**config.mk**
```make
export PLATFORM = sky130hd
export DESIGN_NAME = rx_preamble_sync
export DESIGN_NICKNAME = d
export VERILOG_FILES = /design/src/rtl/rxps_pkg.sv /design/src/rtl/rxps_blank_cnt.sv /design/src/rtl/rxps_pair_det.sv /design/src/rtl/rxps_byte_pack.sv /design/src/rtl/rx_preamble_sync.sv
export SDC_FILE = /design/constraint.sdc
export NUM_CORES = 1
export LEC_CHECK = 0
export BUFFER_PORTS_ARGS = -buffer_cell sky130_fd_sc_hd__buf_2
export CORE_MARGIN = 2
export CORE_UTILIZATION = 55
export DETAILED_ROUTE_END_ITERATION = 6
export GPL_ROUTABILITY_DRIVEN = 0
export PLACE_DENSITY = 0.76
export SLEW_MARGIN = 20
export SYNTH_ARGS = -nofsm -noshare
export SYNTH_HDL_FRONTEND = slang
export SYNTH_SLANG_ARGS = --single-unit
```
**constraint.sdc**
```tcl
create_clock -name clk -period 3 [get_ports clk]
set_clock_uncertainty 0.05 [all_clocks]
set_input_delay 0.15 -clock clk [delete_from_list [all_inputs] [get_ports clk]]
set_output_delay 0.15 -clock clk [all_outputs]
set_load 0.05 [all_outputs]
```
**src/rtl/rxps_pkg.sv**
```systemverilog
package rxps_pkg;

    typedef enum logic [2:0] {
        ST_IDLE  = 3'd0,
        ST_BLANK = 3'd1,
        ST_HUNT  = 3'd2,
        ST_DATA  = 3'd3,
        ST_ABORT = 3'd4
    } rxps_state_e;

endpackage

```
**src/rtl/rxps_blank_cnt.sv**
```systemverilog
module rxps_blank_cnt #(
    parameter int BLANK_BITS = 16
) (
    input  logic clk,
    input  logic rst_n,
    input  logic clr,
    input  logic step,
    output logic done
);
    localparam int CW = (BLANK_BITS > 1) ? $clog2(BLANK_BITS) : 1;
    localparam logic [CW-1:0] LAST = CW'(BLANK_BITS - 1);

    logic [CW-1:0] cnt_q;

    always_ff @(posedge clk) begin
        if (!rst_n || clr) begin
            cnt_q <= '0;
        end else if (step) begin
            cnt_q <= (cnt_q == LAST) ? '0 : cnt_q + 1'b1;
        end
    end

    assign done = step && (cnt_q == LAST);


    cnt_range_chk: assert property (@(posedge clk) disable iff (!rst_n)
        clr |=> !done);

endmodule

```
**src/rtl/rxps_pair_det.sv**
```systemverilog
module rxps_pair_det (
    input  logic clk,
    input  logic rst_n,
    input  logic clr,
    input  logic step,
    input  logic bit_i,
    output logic pair_ones,
    output logic pair_zeros
);
    logic prev_q;
    logic prev_vld_q;

    always_ff @(posedge clk) begin
        if (!rst_n || clr) begin
            prev_q     <= 1'b0;
            prev_vld_q <= 1'b0;
        end else if (step) begin
            prev_q     <= bit_i;
            prev_vld_q <= 1'b1;
        end
    end

    assign pair_ones  = step && prev_vld_q && prev_q && bit_i;
    assign pair_zeros = step && prev_vld_q && !prev_q && !bit_i;


    fresh_history_chk: assert property (@(posedge clk) disable iff (!rst_n)
        clr |=> !(pair_ones || pair_zeros));

endmodule

```
**src/rtl/rxps_byte_pack.sv**
```systemverilog
module rxps_byte_pack #(
    parameter int BYTE_W = 8
) (
    input  logic              clk,
    input  logic              rst_n,
    input  logic              clr,
    input  logic              step,
    input  logic              bit_i,
    output logic              full,
    output logic [BYTE_W-1:0] word
);
    localparam int CW = (BYTE_W > 1) ? $clog2(BYTE_W) : 1;
    localparam logic [CW-1:0] LAST = CW'(BYTE_W - 1);

    logic [CW-1:0]     cnt_q;
    logic [BYTE_W-1:0] sh_q;

    assign word = {bit_i, sh_q[BYTE_W-1:1]};
    assign full = step && (cnt_q == LAST);

    always_ff @(posedge clk) begin
        if (!rst_n || clr) begin
            cnt_q <= '0;
            sh_q  <= '0;
        end else if (step) begin
            cnt_q <= (cnt_q == LAST) ? '0 : cnt_q + 1'b1;
            sh_q  <= word;
        end
    end


    pack_restart_chk: assert property (@(posedge clk) disable iff (!rst_n)
        clr |=> !full);

endmodule

```
**src/rtl/rx_preamble_sync.sv**
```systemverilog
module rx_preamble_sync #(
    parameter int BLANK_BITS = 16,
    parameter int BYTE_W     = 8
) (
    input  logic              clk,
    input  logic              rst_n,
    input  logic              carrier_i,
    input  logic              bit_i,
    input  logic              bit_stb_i,
    output logic              sof_o,
    output logic [BYTE_W-1:0] byte_o,
    output logic              byte_vld_o,
    output logic              err_o
);
    import rxps_pkg::*;

    rxps_state_e state_q, state_d;

    logic live_stb;
    logic blank_done;
    logic pair_ones, pair_zeros;
    logic byte_full;
    logic [BYTE_W-1:0] byte_word;

    assign live_stb = bit_stb_i && carrier_i;

    rxps_blank_cnt #(.BLANK_BITS(BLANK_BITS)) blank_i (
        .clk   (clk),
        .rst_n (rst_n),
        .clr   (state_q != ST_BLANK),
        .step  (live_stb && (state_q == ST_BLANK)),
        .done  (blank_done)
    );

    rxps_pair_det pair_i (
        .clk        (clk),
        .rst_n      (rst_n),
        .clr        (state_q != ST_HUNT),
        .step       (live_stb && (state_q == ST_HUNT)),
        .bit_i      (bit_i),
        .pair_ones  (pair_ones),
        .pair_zeros (pair_zeros)
    );

    rxps_byte_pack #(.BYTE_W(BYTE_W)) pack_i (
        .clk   (clk),
        .rst_n (rst_n),
        .clr   (state_q != ST_DATA),
        .step  (live_stb && (state_q == ST_DATA)),
        .bit_i (bit_i),
        .full  (byte_full),
        .word  (byte_word)
    );

    always_comb begin
        state_d = state_q;
        unique case (state_q)
            ST_IDLE:  if (carrier_i) state_d = ST_BLANK;
            ST_BLANK: begin
                if (!carrier_i)      state_d = ST_IDLE;
                else if (blank_done) state_d = ST_HUNT;
            end
            ST_HUNT: begin
                if (!carrier_i)      state_d = ST_IDLE;
                else if (pair_ones)  state_d = ST_DATA;
                else if (pair_zeros) state_d = ST_ABORT;
            end
            ST_DATA:  if (!carrier_i) state_d = ST_IDLE;
            ST_ABORT: if (!carrier_i) state_d = ST_IDLE;
            default:  state_d = ST_IDLE;
        endcase
    end

    always_ff @(posedge clk) begin
        if (!rst_n) state_q <= ST_IDLE;
        else        state_q <= state_d;
    end

    always_ff @(posedge clk) begin
        if (!rst_n) begin
            sof_o      <= 1'b0;
            err_o      <= 1'b0;
            byte_vld_o <= 1'b0;
            byte_o     <= '0;
        end else begin
            sof_o      <= (state_q == ST_HUNT) && pair_ones;
            err_o      <= (state_q == ST_HUNT) && pair_zeros;
            byte_vld_o <= (state_q == ST_DATA) && byte_full;
            if ((state_q == ST_DATA) && byte_full) byte_o <= byte_word;
        end
    end


    pulse_excl_chk: assert property (@(posedge clk) disable iff (!rst_n)
        $onehot0({sof_o, byte_vld_o, err_o}));


    carrier_drop_chk: assert property (@(posedge clk) disable iff (!rst_n)
        !carrier_i |=> !sof_o && !byte_vld_o && !err_o);


    no_strobe_chk: assert property (@(posedge clk) disable iff (!rst_n)
        !bit_stb_i |=> !sof_o && !byte_vld_o && !err_o);


    blank_quiet_chk: assert property (@(posedge clk) disable iff (!rst_n)
        (state_q == ST_BLANK) |=> !sof_o && !err_o && !byte_vld_o);


    sof_single_chk: assert property (@(posedge clk) disable iff (!rst_n)
        sof_o |=> !sof_o && (state_q != ST_HUNT));


    abort_silent_chk: assert property (@(posedge clk) disable iff (!rst_n)
        (state_q == ST_ABORT) |=> !sof_o && !byte_vld_o);


    byte_in_data_chk: assert property (@(posedge clk) disable iff (!rst_n)
        byte_vld_o |-> $past(state_q == ST_DATA));

endmodule

```
* Word-level counts from Yosys, hierarchy flattened *
Cells that the tools add are included.

cells by class
  $add $sub $neg = 2
  equality and inequality tests = 13
  muxes and demuxes = 10
  reductions and logical operators = 23

operator list
  operator                                             count
  two-way mux 3 bit                                    8
  logical AND 1 bit                                    14
  case mux 3 bit (4 select lines)                      1
  equality test 3 x 2 -> 1 bit, second input constant  2
  equality test 3 bit, second input constant           2
  != test 3 x 2 -> 1 bit, second input constant        2
  adder 4 x 1 -> 4 bit, second input constant          1
  equality test 4 bit, second input constant           1
  two-way mux 4 bit                                    1
  != test 2 bit, second input constant                 2
  != test 4 bit, second input constant                 1
  AND reduction 4 bit                                  1
  adder 3 x 1 -> 3 bit, second input constant          1
  equality test 3 x 1 -> 1 bit, second input constant  1
  zero test 1 bit                                      3
  zero test 3 bit                                      1
  logical OR 1 bit                                     3
  != test 3 x 1 -> 1 bit, second input constant        1
  != test 3 bit, second input constant                 1
  OR reduction 2 bit                                   1

storage, ports and cells
  bits in registers = 31
  output and inout bits = 11
  logic and storage cells = 58

* Depth between registers and ports, before layout *
Gate-level depths: netlist of run 1.

  depth after elaboration = 9
  mapped depth = 7
  mapped depth without buffers = 5

* By module *
Synthesis of run 1 repeated with hierarchy kept, for this count alone.

second synthesis, totals
  cells, all modules = 145
  area, all modules = 1290.0 µm²

modules (own cells, without submodules)
  module            times used  cells an instance  area an instance (µm²)
  rx_preamble_sync  1           75                 615.6
  rxps_byte_pack    1           39                 405.4
  rxps_blank_cnt    1           20                 185.2
  rxps_pair_det     1           11                 83.8

* Worst setup path after synthesis of run 1 *
OpenSTA, ideal clock, no wires.

  path kind = reg-to-reg
  start = reg pack_i.cnt_q[0]
  end = reg byte_o[7]
  setup time = 0.117 ns
  data arrival time = 1.400 ns
  path slack = 1.432 ns
  stages on the path, launching flop included = 7
  period minus slack after synthesis = 1.568 ns
  path through = dfxtp_1 > ha_1 > ha_1 > buf_1 > nand4_1 > mux2i_1 > nor2b_1

between the ends
  cells in the longest elaborated chain, start to end = 3

RTL lines
  item                      RTL line                source
  start: declaration        rxps_byte_pack.sv:15    logic [CW-1:0] cnt_q;
  start signal: assignment  rxps_byte_pack.sv:26    cnt_q <= (cnt_q == LAST) ? '0 : cnt_q + 1'b1;
  equality test 3 bit       rxps_byte_pack.sv:19    assign full = step && (cnt_q == LAST);
  logical AND 1 bit         rxps_byte_pack.sv:19
  logical AND 1 bit         rx_preamble_sync.sv:89  if ((state_q == ST_DATA) && byte_full) byte_o <= byte_word;
  end signal: assignment    rx_preamble_sync.sv:89
  end: declaration          rx_preamble_sync.sv:11  output logic [BYTE_W-1:0] byte_o,

Every way passes these cells.
A chain may end at the register's enable or synchronous reset.

* Worst setup path after layout of run 1 *
Same ends and word-level chain as after synthesis.

==> results of run 1 <==
final cells by class:
type	instances	share of cell area [%]
clock buffers	7	3.25
inverters	1	0.271
multi-input cells	97	45.2
flip-flops and latches	30	43.3
well taps	28	2.53
repair buffers	15	5.42
power by group through the flow:
stage | Clock (µW) | Sequential, µW | Combinational [µW]
after floorplan | 0 | 412 | 33.4
after global placement | 0 | 416 | 37.9
after detailed placement | 0 | 416 | 39.1
after CTS | 215 | 406 | 39.2
after global routing | 233 | 407 | 44.7
final | 210 | 406 | 39.1
worst max-delay path: cells and delay by family (launching register included):
kind	cells	cell delay [ns]
and+or+nand+nor	2	0.43
DFF	1	0.36
adders and majority gates	2	0.49
muxes	1	0.24
path summary, 6_finish.rpt:
check,start,end,slack (ns),depth (start not counted)
setup / recovery,pack_i.cnt_q[0],byte_o[7],1.32,5
hold / removal,bit_i,pair_i.prev_q,0.08,3
setup reg to reg,pack_i.cnt_q[0],byte_o[7],1.32,5
hold reg to reg,byte_o[3],byte_o[3],0.41,2
registers in the layout, indices dropped and copies added (netlist names):
name	flops
blank_i.cnt_q	4
byte_o	8
byte_vld_o	1
err_o	1
pack_i.cnt_q	3
pack_i.sh_q	7
pair_i.prev_q	1
pair_i.prev_vld_q	1
sof_o	1
state_q	3
placed cells by master (no fill, tap or decap), types with 2 or more instances in the layout:
| cell type | n |
|---|---|
| nor2b_1 | 4 |
| dfxtp_1 | 30 |
| o221a_1 | 2 |
| and3_1 | 3 |
| nand2_1 | 19 |
| nand3b_1 | 3 |
| ha_1 | 3 |
| or3_1 | 2 |
| a21boi_1 | 7 |
| clkbuf_1 | 2 |
| nor3_1 | 2 |
| a21oi_1 | 5 |
| o221a_2 | 7 |
| o21ai_0 | 2 |
| nand2b_1 | 2 |
| nor2_1 | 9 |
| o211ai_1 | 2 |
| nand3_1 | 9 |
| clkbuf_4 | 5 |
| xnor2_1 | 3 |
| buf_2 | 15 |
cells by family after synthesis:
kind of cell / count (synthesis)
mux: 1
flops: 30
fa+ha+maj: 3
xor+xnor: 4
simple gates: 59
buf+inv: 9
compound gates: 30
per-layer routing:
layer | GRT usage [%] | wire length, µm
met1 | 22.2 | 1040
met2 | 32.1 | 1100
met3 | 5.43 | 82
met4 | 7.69 | 14
met5 | 0 | 0
metrics by stage:
step / hold WS [ns] / std cells
finish: 0.0797 / 178
CTS: 0.0707 / 178
global placement: 0.392 / 171
detailed placement: 0.400 / 171
global route: 0.0828 / 178
floorplan: 0.235 / 136
==> results.tsv, run 1 <==
stage	metric	value	unit
finish	num_antenna_cells	0	
cts	post_cts_buffers	0	
logic_synthesis	synth-adder-area-share	2.93	%
route	drt_iter0_markers	29	
floorplan	die_height	52.2	µm
power_and_ir_drop	p_clk_share	32.0	%
critical_path	crit_required	3.16	ns
route	drt-total-wl	2.23	mm
sta	finalCritPeriodShare	55.9	%
logic_synthesis	synth_area_leaders	dfxtp_1, o221a_2, nand2_1, a21boi_1, nand3_1	
critical_path	path_max_fanout	10	
finish	nFillCells	195	
logic_synthesis	synth_cell_types	37	
critical_path	cpMostUsedCell	ha_1	
logic_synthesis	synth_flop_cell	dfxtp_1	
cts	clk_pin_slew	0.09	ns
sta	fin_ws	1.32	ns
logic_synthesis	synthSimpleGateAreaFrac	23.3	%
route	viasPerCell	5.65	
run	cap_violations	0	
route	antenna_left	0	
finish	syn_to_final_growth	8.31	%
power_and_ir_drop	p_leak	0.000567	µW
power_and_ir_drop	power.density	472	nW/µm²
cts	h-tree-depth	2	
logic_synthesis	postSynth.asyncResetShare	0	%
grt	grt_pass1_wl	3.80	mm
logic_synthesis	avgSynthCellArea	9.41	µm²
cts	cts_resized	0	
floorplan	dieArea	2730	µm²
finish	utilization	62.7	%
power_and_ir_drop	pwr-share-comb	6.0	%
critical_path	end_kind	flip-flop	
logic_synthesis	synthMuxAreaShare	0.782	%
logic_synthesis	netlist_area	1280	µm²
placement	place_ws	1.35	ns
floorplan	die_x	52.2	µm
route	vias	1006	
floorplan	rows	17	
finish	drive_gt1_share	19.3	%
sta	slew_violations	0	
placement	portBuffers	15	
power_and_ir_drop	net-switching-power	150	µW
finish	multi_input_area	627	µm²
sta	period_minus_slack	1.68	ns
logic_synthesis	synth_top_family_by_area	simple AND/OR/NAND/NOR gates	
logic_synthesis	ys_seq_area_share	46.9	%
cts	clock_path_buffers	2	
sta	slew-limit-headroom	72.0	%
grt	grtUsageTotal	18.9	%
power_and_ir_drop	irDropWorstVdd	280	µV
grt	grt_pass1_vias	935	
logic_synthesis	ys_ff_latch	30	
floorplan	start_util	57.9	%
power_and_ir_drop	power.internal	505	µW
critical_path	worstSetupStartpointType	flip-flop	
floorplan	core_area	2210	µm²
cts	clock_sinks	30	
sta	worst_slew_pin_slew	0.419	ns
power_and_ir_drop	switching_share	22.9	%
logic_synthesis	yosys.area.top_type	dfxtp_1	
critical_path	crit_chain	ha_1, ha_1, nand4_1, mux2i_1, nor2b_1	
cts	cts_made_buffers	5	
placement	dp_hpwl	1.63	mm
worst_hold_path	hp-class	input port to flip-flop	
logic_synthesis	postSynthCellCount	136	
sta	max_freq	596	MHz
logic_synthesis	synth_nets	144	
logic_synthesis	synth_xor_area_share	2.74	%
power_and_ir_drop	power	655	µW
critical_path	crit_slowest_cell	nand4_1	
cts	clk_latency	0.31	ns
sta	rsz0062_at_grt	no	
grt	grt_max_degree	19	
logic_synthesis	synth-edff-count	0	
route	dr.pass1.iters	4	
critical_path	slowest_delay	0.37	ns
cts	cts_tree	built	
grt	antenna_found_initial	0	
sta	setup_viol	0	
critical_path	worstSetupPathType	flip-flop to flip-flop	
finish	nets	158	
grt	grt-ovfl-total	0	
logic_synthesis	synth_common_cells	dfxtp_1, nand2_1, nand3_1, nor2_1	
logic_synthesis	synth-compound-area-share	19.3	%
cts	cts-hold-fix-buffers	0	
logic_synthesis	synth_top_area_share	46.9	%
sta	finalSetupTns	0	ns
finish	stdcell_area	1390	µm²
logic_synthesis	synthMostInstantiatedCell	dfxtp_1	
floorplan	ios	16	
critical_path	worstPathArrival	1.84	ns
power_and_ir_drop	seq_power_share	62.0	%
placement	placed_area	1340	µm²
finish	register_area	601	µm²
sta	final-hold-violation-count	0	
route	wl_per_cell	12.5	µm
cts	clock_tree.root_cell	clkbuf_4	
logic_synthesis	yosysWarnings	0	
route	drc	0	
run_status	status	finished clean	
Power figures use the tool's default switching activity.
==> run 2, diff against run 1 <==
--- a/config.mk
+++ b/config.mk
@@ -5,12 +5,13 @@
 export SDC_FILE = /design/constraint.sdc
 export NUM_CORES = 1
 export LEC_CHECK = 0
+export ABC_AREA = 1
 export BUFFER_PORTS_ARGS = -buffer_cell sky130_fd_sc_hd__buf_2
 export CORE_MARGIN = 2
-export CORE_UTILIZATION = 55
+export CORE_UTILIZATION = 50
 export DETAILED_ROUTE_END_ITERATION = 6
 export GPL_ROUTABILITY_DRIVEN = 0
-export PLACE_DENSITY = 0.76
+export PLACE_DENSITY = 0.73
 export SLEW_MARGIN = 20
 export SYNTH_ARGS = -nofsm -noshare
 export SYNTH_HDL_FRONTEND = slang
==> constraint.sdc (replaced) <==
create_clock -name clk -period 1.4 [get_ports clk]
set_clock_uncertainty 0.05 [all_clocks]
set_input_delay 0.07 -clock clk [delete_from_list [all_inputs] [get_ports clk]]
set_output_delay 0.07 -clock clk [all_outputs]
set_load 0.05 [all_outputs]
==> run 2 against run 1 <==
Global-route usage decreased by 0.075 points. Sequential power is 140% higher. Final cell count up 22%. Utilization fell by 0.35 points. Highest routed layer unchanged.
==> results.tsv, run 2 <==
stage	metric	value	unit	change
power_and_ir_drop	net-switching-power	715	µW	+380%
floorplan	dieArea	3040	µm²	+11%
finish	drive_gt1_share	29.4	%	+10 points
grt	grt_pass1_vias	918		-1.8%
placement	dp_hpwl	1.81	mm	+11%
finish	nets	194		+23%
cts	clock_path_buffers	2		unchanged
cts	clock_sinks	30		unchanged
logic_synthesis	synthMostInstantiatedCell	dfxtp_1		
sta	slew-limit-headroom	76.2	%	+4.2 points
logic_synthesis	ys_seq_area_share	45.9	%	-0.99 points
logic_synthesis	yosysWarnings	0		unchanged
power_and_ir_drop	p_leak	0.000631	µW	+11%
route	wl_per_cell	11.4	µm	-9.3%
floorplan	core_area	2480	µm²	+12%
route	drt-total-wl	2.47	mm	+11%
finish	stdcell_area	1540	µm²	+11%
sta	finalCritPeriodShare	91.7	%	+36 points
cts	clk_latency	0.32	ns	about the same
cts	h-tree-depth	2		unchanged
logic_synthesis	synth_area_leaders	dfxtp_1, nand2_1, nor2_1, a21oi_1, nand3_1		
finish	top_regs	byte_o (8), pack_i.sh_q (7), blank_i.cnt_q (4)		
sta	final-hold-violation-count	0		unchanged
floorplan	die_x	55.1	µm	+5.5%
power_and_ir_drop	p_clk_share	25.6	%	-6.4 points
route	dr.pass1.iters	4		unchanged
sta	worst_slew_pin_slew	0.348	ns	-0.0708 ns
run	cap_violations	0		unchanged
floorplan	start_util	52.8	%	-5.1 points
route	vias	1114		+11%
grt	grt-ovfl-total	0		unchanged
sta	finalSetupTns	0	ns	unchanged
floorplan	ios	16		unchanged
sta	slew_violations	0		unchanged
route	viasPerCell	5.13		-9.2%
sta	setup_viol	0		unchanged
placement	placed_area	1410	µm²	+5.0%
critical_path	worstSetupStartpointType	flip-flop		
worst_hold_path	hp-class	input port to flip-flop		
logic_synthesis	synth-edff-count	0		unchanged
placement	portBuffers	15		unchanged
floorplan	die_height	55.1	µm	+5.5%
cts	cts_made_buffers	5		unchanged
finish	syn_to_final_growth	18.1	%	
critical_path	end_kind	flip-flop		
logic_synthesis	synth_nets	173		+20%
cts	clock_tree.root_cell	clkbuf_4		
logic_synthesis	avgSynthCellArea	7.92	µm²	-16%
finish	nFillCells	225		+15%
power_and_ir_drop	power.density	1340	nW/µm²	+180%
critical_path	worstSetupPathType	flip-flop to flip-flop		
power_and_ir_drop	seq_power_share	47.5	%	-15 points
logic_synthesis	synth_cell_types	28		-24%
logic_synthesis	synth_top_area_share	45.9	%	-0.99 points
power_and_ir_drop	power	2070	µW	+220%
logic_synthesis	yosys.area.top_type	dfxtp_1		
power_and_ir_drop	power.internal	1360	µW	+170%
critical_path	worstPathArrival	1.50	ns	-0.34 ns
critical_path	path_max_fanout	20		+10
run_status	status	finished clean		
finish	top_register	byte_o		
route	drt_iter0_markers	21		-28%
critical_path	crit_required	1.62	ns	-1.54 ns
cts	clk_pin_slew	0.09	ns	about the same
power_and_ir_drop	irDropWorstVdd	1210	µV	+330%
route	antenna_left	0		unchanged
power_and_ir_drop	switching_share	34.5	%	+12 points
logic_synthesis	postSynthCellCount	165		+21%
finish	final_common_cell	dfxtp_1		
cts	cts_tree	built		
finish	final_cell_mix	dfxtp_1, nand2_1, nor2_1		
logic_synthesis	postSynth.asyncResetShare	0	%	unchanged
power_and_ir_drop	pwr-share-comb	26.9	%	+21 points
grt	grt_max_degree	21		+2
floorplan	rows	18		+1
finish	largest_reg_flops	8		unchanged
finish	num_antenna_cells	0		unchanged
sta	period_minus_slack	1.28	ns	-0.393 ns
logic_synthesis	ys_ff_latch	30		unchanged
logic_synthesis	netlist_area	1310	µm²	+2.2%
grt	grtUsageTotal	18.8	%	-0.075 points
route	drc	0		unchanged
logic_synthesis	synth_flop_cell	dfxtp_1		
logic_synthesis	synth_common_cells	dfxtp_1, nand2_1, nor2_1, a21oi_1, inv_1		
grt	antenna_found_initial	0		unchanged
sta	max_freq	779	MHz	+31%
grt	grt_pass1_wl	3.94	mm	+3.6%
-- run 2: final timing paths --
| kind | end | slack (ns) | depth (start not counted) | start |
|---|---|---|---|---|
| max reg2reg | byte_o[6] | 0.12 | 8 | state_q[2] |
| min | byte_o[7] | 0.02 | 3 | bit_i |
| min reg2reg | byte_o[6] | 0.41 | 2 | pack_i.sh_q[7] |
| max | byte_o[6] | 0.12 | 8 | state_q[2] |
-- run 2: layer usage --
layer,global-route usage [%],routed length (µm)
met4,8.94,40
met1,23.1,1190
met5,0,0
met3,7.26,100
met2,28.8,1140
-- run 2: critical path, cell delays in order (launching register included) --
cell and delay, ns:
dfxtp_2 0.34, inv_4 0.10, nand3_2 0.13, nor2_2 0.15
buf_12 0.16, nand2_4 0.09, nor2_4 0.09, nand2_1 0.05
nand2_1 0.05
-- run 2: repair_timing --
action	in CTS	in global routing
pin swaps	1	5
endpoints found under the setup margin	1	15
gates resized for setup	3	14
buffers inserted	0	1
endpoints found under the hold margin	4	0
hold buffers	1	0
gates cloned	0	0
-- run 2: through the flow --
stage               setup WS (ns)  instances  hold WS [ns]  utilization [%]
global route             -0.00531        217        0.0392             62.3
detailed placement       -0.00745        207         0.306             56.9
floorplan                   0.151        165         0.140                -
global placement           0.0701        207         0.302             56.9
CTS                        0.0212        216       0.00259             59.9
finish                      0.116        217        0.0207             62.3
-- run 2: cells by family after synthesis --
group / after synthesis / share of synthesized area (%)
compound gates: 32 / 13.1
fa+ha+maj: 3 / 2.87
flops: 30 / 45.9
simple gates: 80 / 30.8
buf+inv: 20 / 7.27
-- run 2: power by group through the flow --
stage | combinational, µW | clock, µW | sequential (µW)
after floorplan | 401 | 0 | 969
after global placement | 464 | 0 | 980
after detailed placement | 485 | 0 | 983
after CTS | 485 | 558 | 963
after global routing | 649 | 583 | 995
final | 558 | 530 | 986
-- run 2: final cells by class --
type / instances / area (µm²) / share of cell area (%)
clock buffers: 7 / 55.1 / 3.57
clock inverters: 1 / 5.00 / 0.324
inverters: 15 / 58.8 / 3.81
multi-input cells: 115 / 661 / 42.8
flip-flops and latches: 30 / 607 / 39.3
well taps: 30 / 37.5 / 2.43
repair buffers: 19 / 120 / 7.78
==> run 3, diff against run 2 <==
--- a/config.mk
+++ b/config.mk
@@ -15,4 +15,5 @@
 export SLEW_MARGIN = 20
 export SYNTH_ARGS = -nofsm -noshare
 export SYNTH_HDL_FRONTEND = slang
+export SYNTH_HIERARCHICAL = 1
 export SYNTH_SLANG_ARGS = --single-unit
==> run 3 against run 2 <==
The flow now finishes with violations (setup timing). Critical path depth rose by 5. Sequential share of layout area down 7.5 points. Wire length grew 23%. Maximum frequency is 19% lower. Total power increased by 20%. Count of clock-buffer cells in the layout decreased by 1. Critical path type unchanged. Largest cell class unchanged.
==> results.tsv, run 3 <==
stage	metric	value	unit	change
run_status	status	finished, violations left		
run_status	violations	setup timing		
logic_synthesis	avgSynthCellArea	7.27	µm²	-8.2%
floorplan	dieArea	3090	µm²	+1.7%
logic_synthesis	synth_common_cells	nand2_1, dfxtp_1, a21oi_1, nor2_1, inv_1		
cts	cts_tree	built		
logic_synthesis	synth_top_family_by_area	simple AND/OR/NAND/NOR gates		
finish	nFillCells	164		-27%
critical_path	worstReg2RegStart	state_q[2]		
critical_path	critical_path.top_delay_family	simple AND/OR/NAND/NOR gates		
cts	clk_pin_slew	0.09	ns	about the same
route	wl_per_cell	11.5	µm	+1.0%
cts	clk_latency	0.33	ns	about the same
logic_synthesis	synth-edff-count	0		unchanged
grt	antenna_found_initial	0		unchanged
logic_synthesis	yosysWarnings	6		+6
grt	grtUsageTotal	20.1	%	+1.3 points
logic_synthesis	postSynthCellCount	183		+11%
logic_synthesis	synth_flop_cell	dfxtp_1		
worst_hold_path	hp-class	input port to flip-flop		
critical_path	worstPathArrival	1.81	ns	+0.31 ns
sta	finalSetupTns	-2.36	ns	-2.36 ns
power_and_ir_drop	power.internal	1780	µW	+31%
logic_synthesis	synthSimpleGateAreaFrac	32.7	%	+1.9 points
logic_synthesis	synth-adder-area-share	2.82	%	-0.051 points
finish	nets	242		+25%
worst_hold_path	worstHoldStart	carrier_i		
sta	period_minus_slack	1.59	ns	+0.309 ns
power_and_ir_drop	p_clk_share	36.6	%	+11 points
route	drt_iter0_markers	39		+86%
cts	clock_sinks	30		unchanged
route	dr.pass1.iters	4		unchanged
finish	largest_reg_flops	8		unchanged
logic_synthesis	synth_area_leaders	dfxtp_1, nand2_1, a21oi_1, nor2_1, inv_1		
sta	max_freq	628	MHz	-19%
grt	grt_pass1_wl	4.92	mm	+25%
sta	fin_ws	-0.193	ns	-0.309 ns
finish	drive_gt1_share	36.6	%	+7.2 points
route	antenna_left	0		unchanged
critical_path	path_buf_inv	2		unchanged
critical_path	worstSetupPathType	flip-flop to flip-flop		
power_and_ir_drop	seq_power_share	37.9	%	-9.6 points
grt	grt_pass1_vias	1196		+30%
floorplan	rows	18		unchanged
placement	place_ws	-0.171	ns	-0.164 ns
logic_synthesis	synth_top_area_share	45.1	%	-0.82 points
run	cap_violations	0		unchanged
power_and_ir_drop	switching_share	28.1	%	-6.5 points
critical_path	crit_required	1.62	ns	about the same
finish	final_common_cell	nand2_1		
logic_synthesis	synthMuxAreaShare	0	%	unchanged
floorplan	die_height	55.6	µm	+0.84%
finish	num_antenna_cells	0		unchanged
power_and_ir_drop	p_leak	0.000789	µW	+25%
power_and_ir_drop	power.density	1300	nW/µm²	-3.2%
sta	worst_slew_pin_slew	0.329	ns	-0.0194 ns
sta	setup_viol	22		+22
cts	clock_tree.root_cell	clkbuf_4		
finish	syn_to_final_growth	43.3	%	
sta	slew_violations	0		unchanged
grt	grt-ovfl-total	0		unchanged
finish	top_register	byte_o		
critical_path	slowest_delay	0.35	ns	about the same
critical_path	setup.worst_path.start	state_q[2]		
logic_synthesis	yosys.area.top_type	dfxtp_1		
logic_synthesis	synth-compound-area-share	11.5	%	-1.6 points
critical_path	crit_slowest_cell	dfxtp_2		
sta	final-hold-violation-count	0		unchanged
logic_synthesis	synthMostInstantiatedCell	nand2_1		
power_and_ir_drop	irDropWorstVdd	1520	µV	+25%
power_and_ir_drop	net-switching-power	696	µW	-2.7%
floorplan	ios	16		unchanged
logic_synthesis	synth_nets	191		+10%
placement	portBuffers	15		unchanged
logic_synthesis	netlist_area	1330	µm²	+1.8%
critical_path	path_max_fanout	4		-80%
logic_synthesis	synth_xor_area_share	0	%	unchanged
critical_path	crit_chain	inv_4, nand3_4, nor2_4, nand2_2, nor2_4, inv_2, nand2_1, nor2_2, nand2_2, nand2_2, nand2_1, nand2_1, nor2_1		
logic_synthesis	ys_ff_latch	30		unchanged
route	drt-total-wl	3.04	mm	+23%
cts	cts_made_buffers	5		unchanged
sta	rsz0062_at_grt	yes		
power_and_ir_drop	pwr-share-comb	25.5	%	-1.4 points
logic_synthesis	ys_seq_area_share	45.1	%	-0.82 points
cts	h-tree-depth	2		unchanged
critical_path	worstSetupStartpointType	flip-flop		
sta	slew-limit-headroom	78.1	%	+1.9 points
critical_path	end_kind	flip-flop		
route	vias	1315		+18%
finish	utilization	76.3	%	+14 points
finish	top_regs	byte_o (8), pack_i/sh_q (7), blank_i/cnt_q (4)		
sta	finalCritPeriodShare	114	%	+22 points
grt	grt_max_degree	13		-38%
logic_synthesis	synth_cell_types	26		-7.1%
placement	dp_hpwl	1.93	mm	+6.8%
cts	clock_path_buffers	2		unchanged
floorplan	start_util	53.3	%	+0.48 points
route	viasPerCell	4.96		-3.3%
floorplan	core_area	2500	µm²	+0.91%
floorplan	die_x	55.6	µm	+0.84%
logic_synthesis	postSynth.asyncResetShare	0	%	unchanged
route	drc	0		unchanged
finish	final_cell_mix	nand2_1, dfxtp_1, buf_4		
run 3: worst paths after layout:
check,to,slack [ns],cells past startpoint
worst max-delay path,state_q[2],-0.19,13
worst min-delay path,state_q[0],0.29,7
worst max register to register,state_q[2],-0.19,13
worst min register to register,byte_o[2],0.41,2
run 3: through the flow:
step                hold WS [ns]  total power, µW  std cells  instance area, µm²
finish                     0.287             2480        265                1910
global route               0.334             2610        265                1910
CTS                        0.257             2400        261                1820
detailed placement         0.325             1420        244                1590
global placement           0.322             1400        244                1590
floorplan                  0.133             1250        183                1350
run 3: layer usage:
layer / wire length (µm) / global-route usage, % / up-vias
li1: - / - / 683
met1: 1260 / 23.0 / 593
met2: 1580 / 34.0 / 31
met3: 145 / 5.35 / 8
met4: 52 / 10.8 / 0
met5: 0 / 0 / -
run 3: cell families (layout without fill, tap and decap cells):
| logic type | count (synthesis) | in the layout |
|---|---|---|
| simple gates | 96 | 96 |
| buf+inv | 25 | 77 |
| flops | 30 | 30 |
| fa+ha+maj | 3 | 3 |
| compound gates | 29 | 29 |
run 3: what timing repair did:
| action | 4_1_cts | 5_1_grt |
|---|---|---|
| hold endpoints to repair | 5 | 0 |
| endpoints found under the setup margin | 11 | 24 |
| buffers inserted | 6 | 4 |
| gates resized for setup | 11 | 18 |
| pin swaps | 8 | 14 |
| cloned | 0 | 0 |
| hold buffers | 3 | 0 |
run 3: power by group through the flow:
stage,registers [µW],logic (µW),clock network (µW)
floorplan,940,312,0
global placement,937,467,0
detailed placement,939,483,0
CTS,926,552,924
global route,944,695,975
finish,940,632,909
run 3: area by class of cell:
class / instances / area [µm²] / area share (%)
Clock buffer: 6 / 51.3 / 2.69
Multi-Input combinational cell: 128 / 707 / 37.0
Sequential cell: 30 / 607 / 31.8
Clock inverter: 2 / 60.1 / 3.15
Inverter: 21 / 91.3 / 4.79
Tap cell: 30 / 37.5 / 1.97
Timing Repair Buffer: 48 / 354 / 18.6
run 3: worst reg2reg max path: cells and delay by family (launching register included):
kind	cells	cell delay [ns]
simple gates	11	1.01
buf+inv	2	0.14
flops	1	0.35
